`src/rtl/adc_regfront.sv`:
```
module adc_regfront #(
  parameter int LEN_UNIT = 2,
  parameter logic [15:0] A_CTRL1 = 16'h0001,
  parameter logic [15:0] A_CTRL2 = 16'h0002,
  parameter logic [15:0] A_GAIN  = 16'h0003,
  parameter logic [15:0] A_OFFS  = 16'h0004,
  parameter logic [15:0] A_OVR   = 16'h0005
) (
  input  logic        clk,
  input  logic        rst_n,
  input  logic        wr_valid,
  input  logic [15:0] wr_word,
  input  logic        rd_req,
  input  logic [15:0] conv_data,
  output logic [15:0] rd_data,
  output logic        rd_is_reg,
  output logic [5:0]  dec_ratio,
  output logic        fir_en,
  output logic [3:0]  filt_len,
  output logic        sync_pulse,
  output logic        pwr_down,
  output logic        low_power,
  output logic        amp_down,
  output logic        coef_we,
  output logic [$clog2(16*LEN_UNIT+1)-1:0] coef_addr,
  output logic [15:0] coef_data,
  output logic        dl_busy
);
  localparam int CW = $clog2(16*LEN_UNIT+1);

  logic        phase;
  logic [15:0] addr_q;
  logic [8:0]  ctrl1_q;
  logic [15:0] ctrl2_q, gain_q, offs_q, ovr_q;
  logic [1:0]  sel_q;
  logic        sel_v, dl_done, cks_err;
  logic [CW-1:0] cnt, total;
  logic [15:0] sum, status;
  logic        data_wr, wr_c1, sel_one;
  logic [1:0]  sel_code;

  assign data_wr = wr_valid && phase && !dl_busy;
  assign wr_c1   = data_wr && (addr_q == A_CTRL1);
  assign total   = CW'((32'(ctrl1_q[8:5]) + 32'd1) * LEN_UNIT);
  assign status  = {13'b0, cks_err, dl_done, dl_busy};

  always_comb begin
    sel_one  = 1'b1;
    sel_code = 2'd0;
    case (wr_word[14:11])
      4'b1000: sel_code = 2'd0;
      4'b0100: sel_code = 2'd1;
      4'b0010: sel_code = 2'd2;
      4'b0001: sel_code = 2'd3;
      default: sel_one = 1'b0;
    endcase
  end

  always_comb begin
    case (ctrl1_q[2:0])
      3'd3:         dec_ratio = 6'd8;
      3'd4:         dec_ratio = 6'd16;
      3'd5, 3'd6, 3'd7: dec_ratio = 6'd32;
      default:      dec_ratio = 6'd4;
    endcase
  end

  always_comb begin
    rd_data = conv_data;
    if (sel_v)
      case (sel_q)
        2'd0: rd_data = ovr_q;
        2'd1: rd_data = gain_q;
        2'd2: rd_data = offs_q;
        default: rd_data = status;
      endcase
  end

  assign rd_is_reg = sel_v;
  assign fir_en    = ctrl1_q[4];
  assign filt_len  = ctrl1_q[8:5];
  assign pwr_down  = ctrl2_q[3];
  assign low_power = ctrl2_q[2];
  assign amp_down  = ctrl2_q[0];
  assign coef_we   = dl_busy && wr_valid && (cnt != total);
  assign coef_addr = cnt;
  assign coef_data = wr_word;

  always_ff @(posedge clk) begin
    if (!rst_n) begin
      phase <= 1'b0;  addr_q <= '0;
      ctrl1_q <= 9'h01A;  ctrl2_q <= 16'h009B;
      gain_q <= 16'h8000;  offs_q <= '0;  ovr_q <= 16'hFFFF;
      sel_q <= '0;  sel_v <= 1'b0;  sync_pulse <= 1'b0;
      dl_busy <= 1'b0;  dl_done <= 1'b0;  cks_err <= 1'b0;
      cnt <= '0;  sum <= '0;
    end else begin
      sync_pulse <= wr_c1 && wr_word[9];
      if (wr_valid && !dl_busy) begin
        phase <= ~phase;
        if (!phase) addr_q <= wr_word;
      end
      if (rd_req) sel_v <= 1'b0;
      if (wr_c1) begin
        ctrl1_q <= wr_word[8:0];
        sel_v   <= sel_one;
        sel_q   <= sel_code;
        if (wr_word[15]) begin
          dl_busy <= 1'b1;  dl_done <= 1'b0;
          cnt <= '0;  sum <= '0;
        end
      end
      if (data_wr && addr_q == A_CTRL2) ctrl2_q <= wr_word;
      if (data_wr && addr_q == A_GAIN)  gain_q  <= wr_word;
      if (data_wr && addr_q == A_OFFS)  offs_q  <= wr_word;
      if (data_wr && addr_q == A_OVR)   ovr_q   <= wr_word;
      if (dl_busy && wr_valid) begin
        if (cnt != total) begin
          cnt <= cnt + 1'b1;
          sum <= sum + wr_word;
        end else begin
          dl_busy <= 1'b0;
          if (wr_word == sum) dl_done <= 1'b1;
          else cks_err <= 1'b1;
        end
      end
    end
  end
endmodule


```
`config.mk`:
```
export PLATFORM = sky130hd
export DESIGN_NAME = adc_regfront
export DESIGN_NICKNAME = d
export VERILOG_FILES = /design/src/rtl/adc_regfront.sv
export SDC_FILE = /design/constraint.sdc
export NUM_CORES = 1
export LEC_CHECK = 0
export ABC_AREA = 1
export BUFFER_PORTS_ARGS = -buffer_cell sky130_fd_sc_hd__buf_4
export CAP_MARGIN = 20
export CORE_MARGIN = 10
export CORE_UTILIZATION = 53
export CTS_BUF_LIST = sky130_fd_sc_hd__clkbuf_8
export DETAILED_ROUTE_END_ITERATION = 10
export PLACE_DENSITY_LB_ADDON = 0.15
export SYNTH_ARGS = -nofsm -noshare
export SYNTH_HDL_FRONTEND = slang
export SYNTH_SLANG_ARGS = --single-unit
```
`constraint.sdc`:
```
create_clock -name clk -period 1.7 [get_ports clk]
set_input_delay 0.425 -clock clk [delete_from_list [all_inputs] [get_ports clk]]
set_output_delay 0.425 -clock clk [all_outputs]
set_load 0.005 [all_outputs]
```
==> flow_summary.toml, run 1 <==
[outcome]
status = "finished with violations"
violations = "setup timing"

[clocking]
clock-sinks = 105
cts-root-buf = "clkbuf_8"
numCtsBuffers = 9
ctsHoldBuffers = 0
clk_pin_slew_worst_paths_ns = 0.10
clk_path_buf_depth = 2
htreeDepth = 3
clk_latency_ns = 0.39
cts_tree = "done"

[yosys]
synth_top_family_by_area = "simple AND/OR/NAND/NOR gates"
synthArstFlopShare = 0
synth_top_area_frac = 0.3663
synth_edf_count = 0
netlist_area_sq_um = 5738
yosysWarnings = 0
synth-seq-cells = 105
synth.distinct_cells = 37
synth.avg_cell_area_sq_um = 6.807
synth_mux_area_frac = 0
yosys.area.top_type = "dfxtp_1"
synthCells = 843
synth-main-ff-cell = "dfxtp_1"
synth_area_leaders = "dfxtp_1 37%, nand2_1 11%, a21oi_1 9.2%, inv_1 8.0%, o21ai_0 6.8%"
ys_seq_area_frac = 0.3663
synth-xor-area-share = 0.009158
synth_adder_area_share = 0.04274
synth-simple-area-share = 0.2429
synth-compound-area-share = 0.2000

[placed_design]
dp_slack_ns = -0.2775
dp_hpwl_mm = 13.39
port_buffers = 89
place.gp.congestion = 0.8862
placedInstanceArea_sq_um = 6950

[layout]
final_cell_mix = "159 x buf_4, 152 x nand2_1, 118 x inv_1"
postLayoutCellArea_sq_um = 7841
syn_to_final_growth_pct = 36.66
drive_gt1_frac = 0.3073
diodes = 0
final_nets = 1037
final_common_cell = "buf_4"

[die]
die_w_um = 124.1
coreArea_sq_um = 10420
start_util = 0.5509
die_h_um = 124.1
die_area_sq_um = 15390
rows = 37
pin_count = 92

[grt]
grt_usage = 0.2379
grt_pass1_vias = 5856
gr-total-overflow = 0
antenna_found_initial = 0
grt_pass1_wl_mm = 29.28
grt_max_degree = 36

[setup_path]
cp_max_fo = 5
required_ns = 1.27
r2r-start = "sum[0]$_SDFF_PN0_"
critPathLaunch = "sel_q[1]$_SDFFE_PN0N_"
regToRegSetupSlack_ns = -0.02
end_kind = "primary output"
crit_path_end = "rd_data[2]"
reg2reg_depth = 11
regToRegEndpoint = "sum[10]$_SDFF_PN0_"
crit_arrival_ns = 1.70
critPathKind = "flop to primary output"
critPathLaunchType = "flop"

[sta]
fin_ws_ns = -0.4207
period_minus_slack_ns = 2.121
hold_viol = 0
skew_ns = 0.009555
hold_ws_ns = 0.2990
timing.final.max_slew_violations = 0
setup_viol_count_final = 18
min_period_over_period = 1.247
rsz0062_at_grt = "yes"
max_freq_mhz = 471.5

[detailed_routing]
first_iter_violations = 488
vias = 6212
avgRoutedWirePerCell_um = 17.15
drc_errors = 0
wl_mm = 19.24
routed_via_density = 5.537
detail-route-antenna-nets = 0
firstDrtPassIters = 5

[pwr]
vdd_drop_max_uv = 403.2
power.density_nw_per_um2 = 591.8
p_leak_uw = 0.003552
power_uw = 4640

[job]
maxCapViolations = 0

[hold_path]
worst_hold_path_type = "input pin to flop"
metrics by stage:
stage                TNS [ns]  instances    util
floorplan           -0.002430        844       -
global placement       -3.460       1088  0.6673
detailed placement     -4.684       1088  0.6673
CTS                    -5.845       1109  0.7128
global route           -7.972       1122  0.7528
finish                 -6.250       1122  0.7528
how the worst min path moves through the flow:
stage	slack (ns)	cells past startpoint	startpoint	to
CTS	0.30	4	rd_req	rd_is_reg$_SDFFE_PN0P_
global route	0.33	4	rd_req	rd_is_reg$_SDFFE_PN0P_
finish	0.30	4	rd_req	rd_is_reg$_SDFFE_PN0P_
floorplan	0.42	2	gain_q[7]$_SDFFE_PN0P_	gain_q[7]$_SDFFE_PN0P_
detailed placement	0.44	2	gain_q[7]$_SDFFE_PN0P_	gain_q[7]$_SDFFE_PN0P_
global placement	0.43	2	gain_q[7]$_SDFFE_PN0P_	gain_q[7]$_SDFFE_PN0P_
power by group:
part	total (uW)	switching (uW)	internal, uW
sequential	2510	20.2	2490
clock	1450	889	564
combinational	674	386	289
total	4640	1300	3350
cell families (layout without fill, tap and decap cells):
group,Yosys count,after routing
compound gates,216,216
xor+xnor,6,6
fa+ha+maj,19,19
buf+inv,183,325
flops,105,105
other cells,1,2
simple gates,313,313
critical path, stage by stage, from the launching register on:
cell,delay (ns)
dfxtp_4,0.39
buf_6,0.12
nor2_4,0.15
buf_6,0.17
nand2_2,0.09
o221ai_4,0.07
a21oi_2,0.05
o21ai_1,0.15
buf_4,0.13
cell usage after synthesis (3+ instances only):
master,instances
o211ai_1,12
o22ai_1,9
clkbuf_1,24
ha_1,18
o221ai_1,3
a21oi_1,106
inv_2,3
nand4_1,16
o21ai_0,78
inv_1,122
nor3_1,11
buf_4,24
o21ai_1,4
xor2_1,5
nand2_1,163
buf_2,7
nor2_1,46
nand3b_1,3
nand3_1,59
dfxtp_1,105
nor2_2,3
area by class of cell:
class                      count  area, sq um
multi-input combinational    556         3314
fill                         812         2575
sequential                   105         2123
timing repair buffer         185         1588
inverter                     125        476.7
tap                          136        170.2
clock buffer                  10        137.6
clock inverter                 5        31.28
per-layer routing:
metal,wire length [um],GRT usage,part of all wire,up-vias
met5,0,0,0,-
met1,7743,0.2813,0.40,2892
met2,9244,0.4074,0.48,216
met3,1401,0.04751,0.073,69
li1,-,-,-,3035
met4,853,0.1072,0.044,0
what timing repair did:
item / 4_1_cts / 5_1_grt
buffers inserted: 5 / 11
resized for setup: 87 / 64
endpoints found under the setup margin: 25 / 62
gates cloned: 2 / 2
pin swaps: 20 / 23
No activity file was read; power rests on OpenSTA's default activity.
==> run 2: changes to the inputs <==
Settings changed: ABC_AREA 1 to 0.
==> run 2 against run 1 <==
Against the previous run: the run still ends with setup timing left; count of clock-buffer cells in the layout unchanged; fmax down 4.2%; synthesized cell count down 26%; non-clock buffer count grew 28; largest cell class unchanged.
==> flow_summary.toml, run 2 <==
[layout]
fin_util = 0.7961
multi_input_area_sq_um = 3731
fillers = 621
syn_to_final_growth_pct = 48.09
regArea_sq_um = 2127
drive_gt1_frac = 0.4541
final_nets = 847
final_cell_mix = "166 x buf_4, 93 x dfxtp_1, 84 x nand2_1"
diodes = 0
final_common_cell = "buf_4"

[detailed_routing]
routed_via_density = 5.708
first_iter_violations = 486
detail-route-antenna-nets = 0
vias = 5314
drc_errors = 0
firstDrtPassIters = 5
wl_mm = 18.96
avgRoutedWirePerCell_um = 20.37

[die]
die_w_um = 121.9
die_area_sq_um = 14850
die_h_um = 121.9
rows = 37
start_util = 0.5376
pin_count = 92
coreArea_sq_um = 10230

[setup_path]
crit_family = "multiplexers"
critPathLaunchType = "flop"
cpPeakStageDelay_ns = 0.51
required_ns = 1.27
reg2reg_depth = 8
path_cells = "buf_12 -> mux4_2 -> mux2_4 -> buf_6"
crit_arrival_ns = 1.79
critPathKind = "flop to primary output"
regToRegSetupSlack_ns = -0.48
r2r-start = "dl_busy$_SDFF_PN0_"
regToRegEndpoint = "ctrl2_q[0]$_SDFFE_PN1P_"
cp_max_fo = 4
cpMaxStageDelayCell = "mux4_2"
end_kind = "primary output"
path_buf_inv = 2

[sta]
setup_viol_count_final = 104
hold_ws_ns = 0.3037
timing.final.max_slew_violations = 0
hold_viol = 0
fin_ws_ns = -0.5126
tns_ns = -32.12
period_minus_slack_ns = 2.213
rsz0062_at_grt = "yes"
max_freq_mhz = 452.0
min_period_over_period = 1.302
skew_ns = 0.007974

[clocking]
clk_latency_ns = 0.38
clk_pin_slew_worst_paths_ns = 0.10
numCtsBuffers = 9
clk_path_buf_depth = 2
ctsHoldBuffers = 0
cts-root-buf = "clkbuf_8"
htreeDepth = 3
cts_tree = "done"
clock-sinks = 105

[yosys]
synth_most_common_cell = "nand2_1"
synth-main-ff-cell = "dfxtp_1"
synth-compound-area-share = 0.1740
synthCells = 626
synthArstFlopShare = 0
netlist_area_sq_um = 5500
ys_seq_area_frac = 0.3822
synth_mux_area_frac = 0.1099
yosys.area.top_type = "dfxtp_1"
synth_top_family_by_area = "simple AND/OR/NAND/NOR gates"
synth_area_leaders = "dfxtp_1 38%, mux2i_1 8.7%, nand2_1 7.6%, a21boi_0 5.7%, ha_1 4.1%"
synth-xor-area-share = 0.03185
yosysWarnings = 0
synth_adder_area_share = 0.04459
synth-seq-cells = 105
synth_top_area_frac = 0.3822
synth.distinct_cells = 60
synth_edf_count = 0
synth_commonest_cells = "111 x nand2_1, 105 x dfxtp_1, 48 x mux2i_1"
synth-simple-area-share = 0.1931
synth.avg_cell_area_sq_um = 8.786

[hold_path]
worst_hold_path_type = "input pin to flop"
hold-path-endpoint = "rd_is_reg$_SDFFE_PN0P_"
whs_path_depth = 3
hp-start = "rd_req"

[pwr]
p_leak_uw = 0.003280
power.density_nw_per_um2 = 574.3
vdd_drop_max_uv = 538.3

[placed_design]
dp_hpwl_mm = 12.26
dp_slack_ns = -0.8347
place.gp.congestion = 0.9186
port_buffers = 89

[grt]
grt_pass1_wl_mm = 27.86
antenna_found_initial = 0
gr-total-overflow = 0
grt_usage = 0.2365
grt_pass1_vias = 5220
grt_max_degree = 89

[outcome]
violations = "setup timing"
status = "finished with violations"

[job]
maxCapViolations = 0
-- run 2: tightest hold or removal path, delay by kind of cell --
family	cells	cell delay, ns
AO/OA/AOI/OAI	1	0.05
buffers and inverters	1	0.07
AND/OR/NAND/NOR	1	0.09
-- run 2: where the power goes --
| group | leakage, uW | switching, uW | internal [uW] |
|---|---|---|---|
| Clock | 0.0000954 | 857 | 699 |
| Sequential | 0.000856 | 25.9 | 2480 |
| Combinational | 0.00233 | 308 | 309 |
-- run 2: worst max path at each step --
stage,from,endpoint,slack [ns],cells after the start
6_report,sel_q[1]$_SDFFE_PN0N_,rd_data[0],-0.51,4
5_1_grt,dl_busy$_SDFF_PN0_,ctrl2_q[0]$_SDFFE_PN1P_,-0.58,8
4_1_cts,ctrl1_q[6]$_SDFFE_PN0N_,coef_we,-0.52,6
3_5_place_dp,wr_word[0],sum[14]$_SDFF_PN0_,-0.83,9
3_3_place_gp,wr_word[0],sum[14]$_SDFF_PN0_,-0.77,9
2_1_floorplan,wr_word[0],sum[14]$_SDFF_PN0_,-0.52,8
-- run 2: logic make-up (layout without fill, tap and decap cells) --
family / count (synthesis) / in the layout
XOR/XNOR: 20 / 20
buffers and inverters: 66 / 233
other: 1 / 2
adder cells (fa/ha/maj): 19 / 19
flip-flops: 105 / 105
AO/OA/AOI/OAI: 138 / 138
multiplexers: 56 / 56
AND/OR/NAND/NOR: 221 / 222
-- run 2: what timing repair did --
item,in CTS,in global routing
gates resized for setup,142,70
setup buffers,22,9
cloned,3,2
hold endpoints to repair,0,0
endpoints found under the setup margin,103,105
pin swaps,83,35
-- run 2: final cells by class --
type                            instances  share of cell area
Clock inverter                          4            0.005684
Timing Repair Buffer                  213              0.2346
Tap cell                              136             0.02089
Clock buffer                           10             0.01690
Inverter                                6            0.002765
Sequential cell                       105              0.2611
Multi-Input combinational cell        457              0.4581
-- run 2: layer usage --
layer | track usage | routed length, um | vias to the layer above
met5 | 0 | 0 | -
met4 | 0.09165 | 459 | 0
met3 | 0.03608 | 1303 | 33
met2 | 0.4034 | 9553 | 215
met1 | 0.2932 | 7646 | 2574
li1 | - | - | 2492
-- run 2: through the flow --
stage          instances  power, uW  area (sq um)
2_1_floorplan        627       2817          5677
3_3_place_gp         889       3082          6950
3_5_place_dp         889       3093          6950
4_1_cts              926       4631          7804
5_1_grt              931       4813          8145
6_report             931       4678          8145
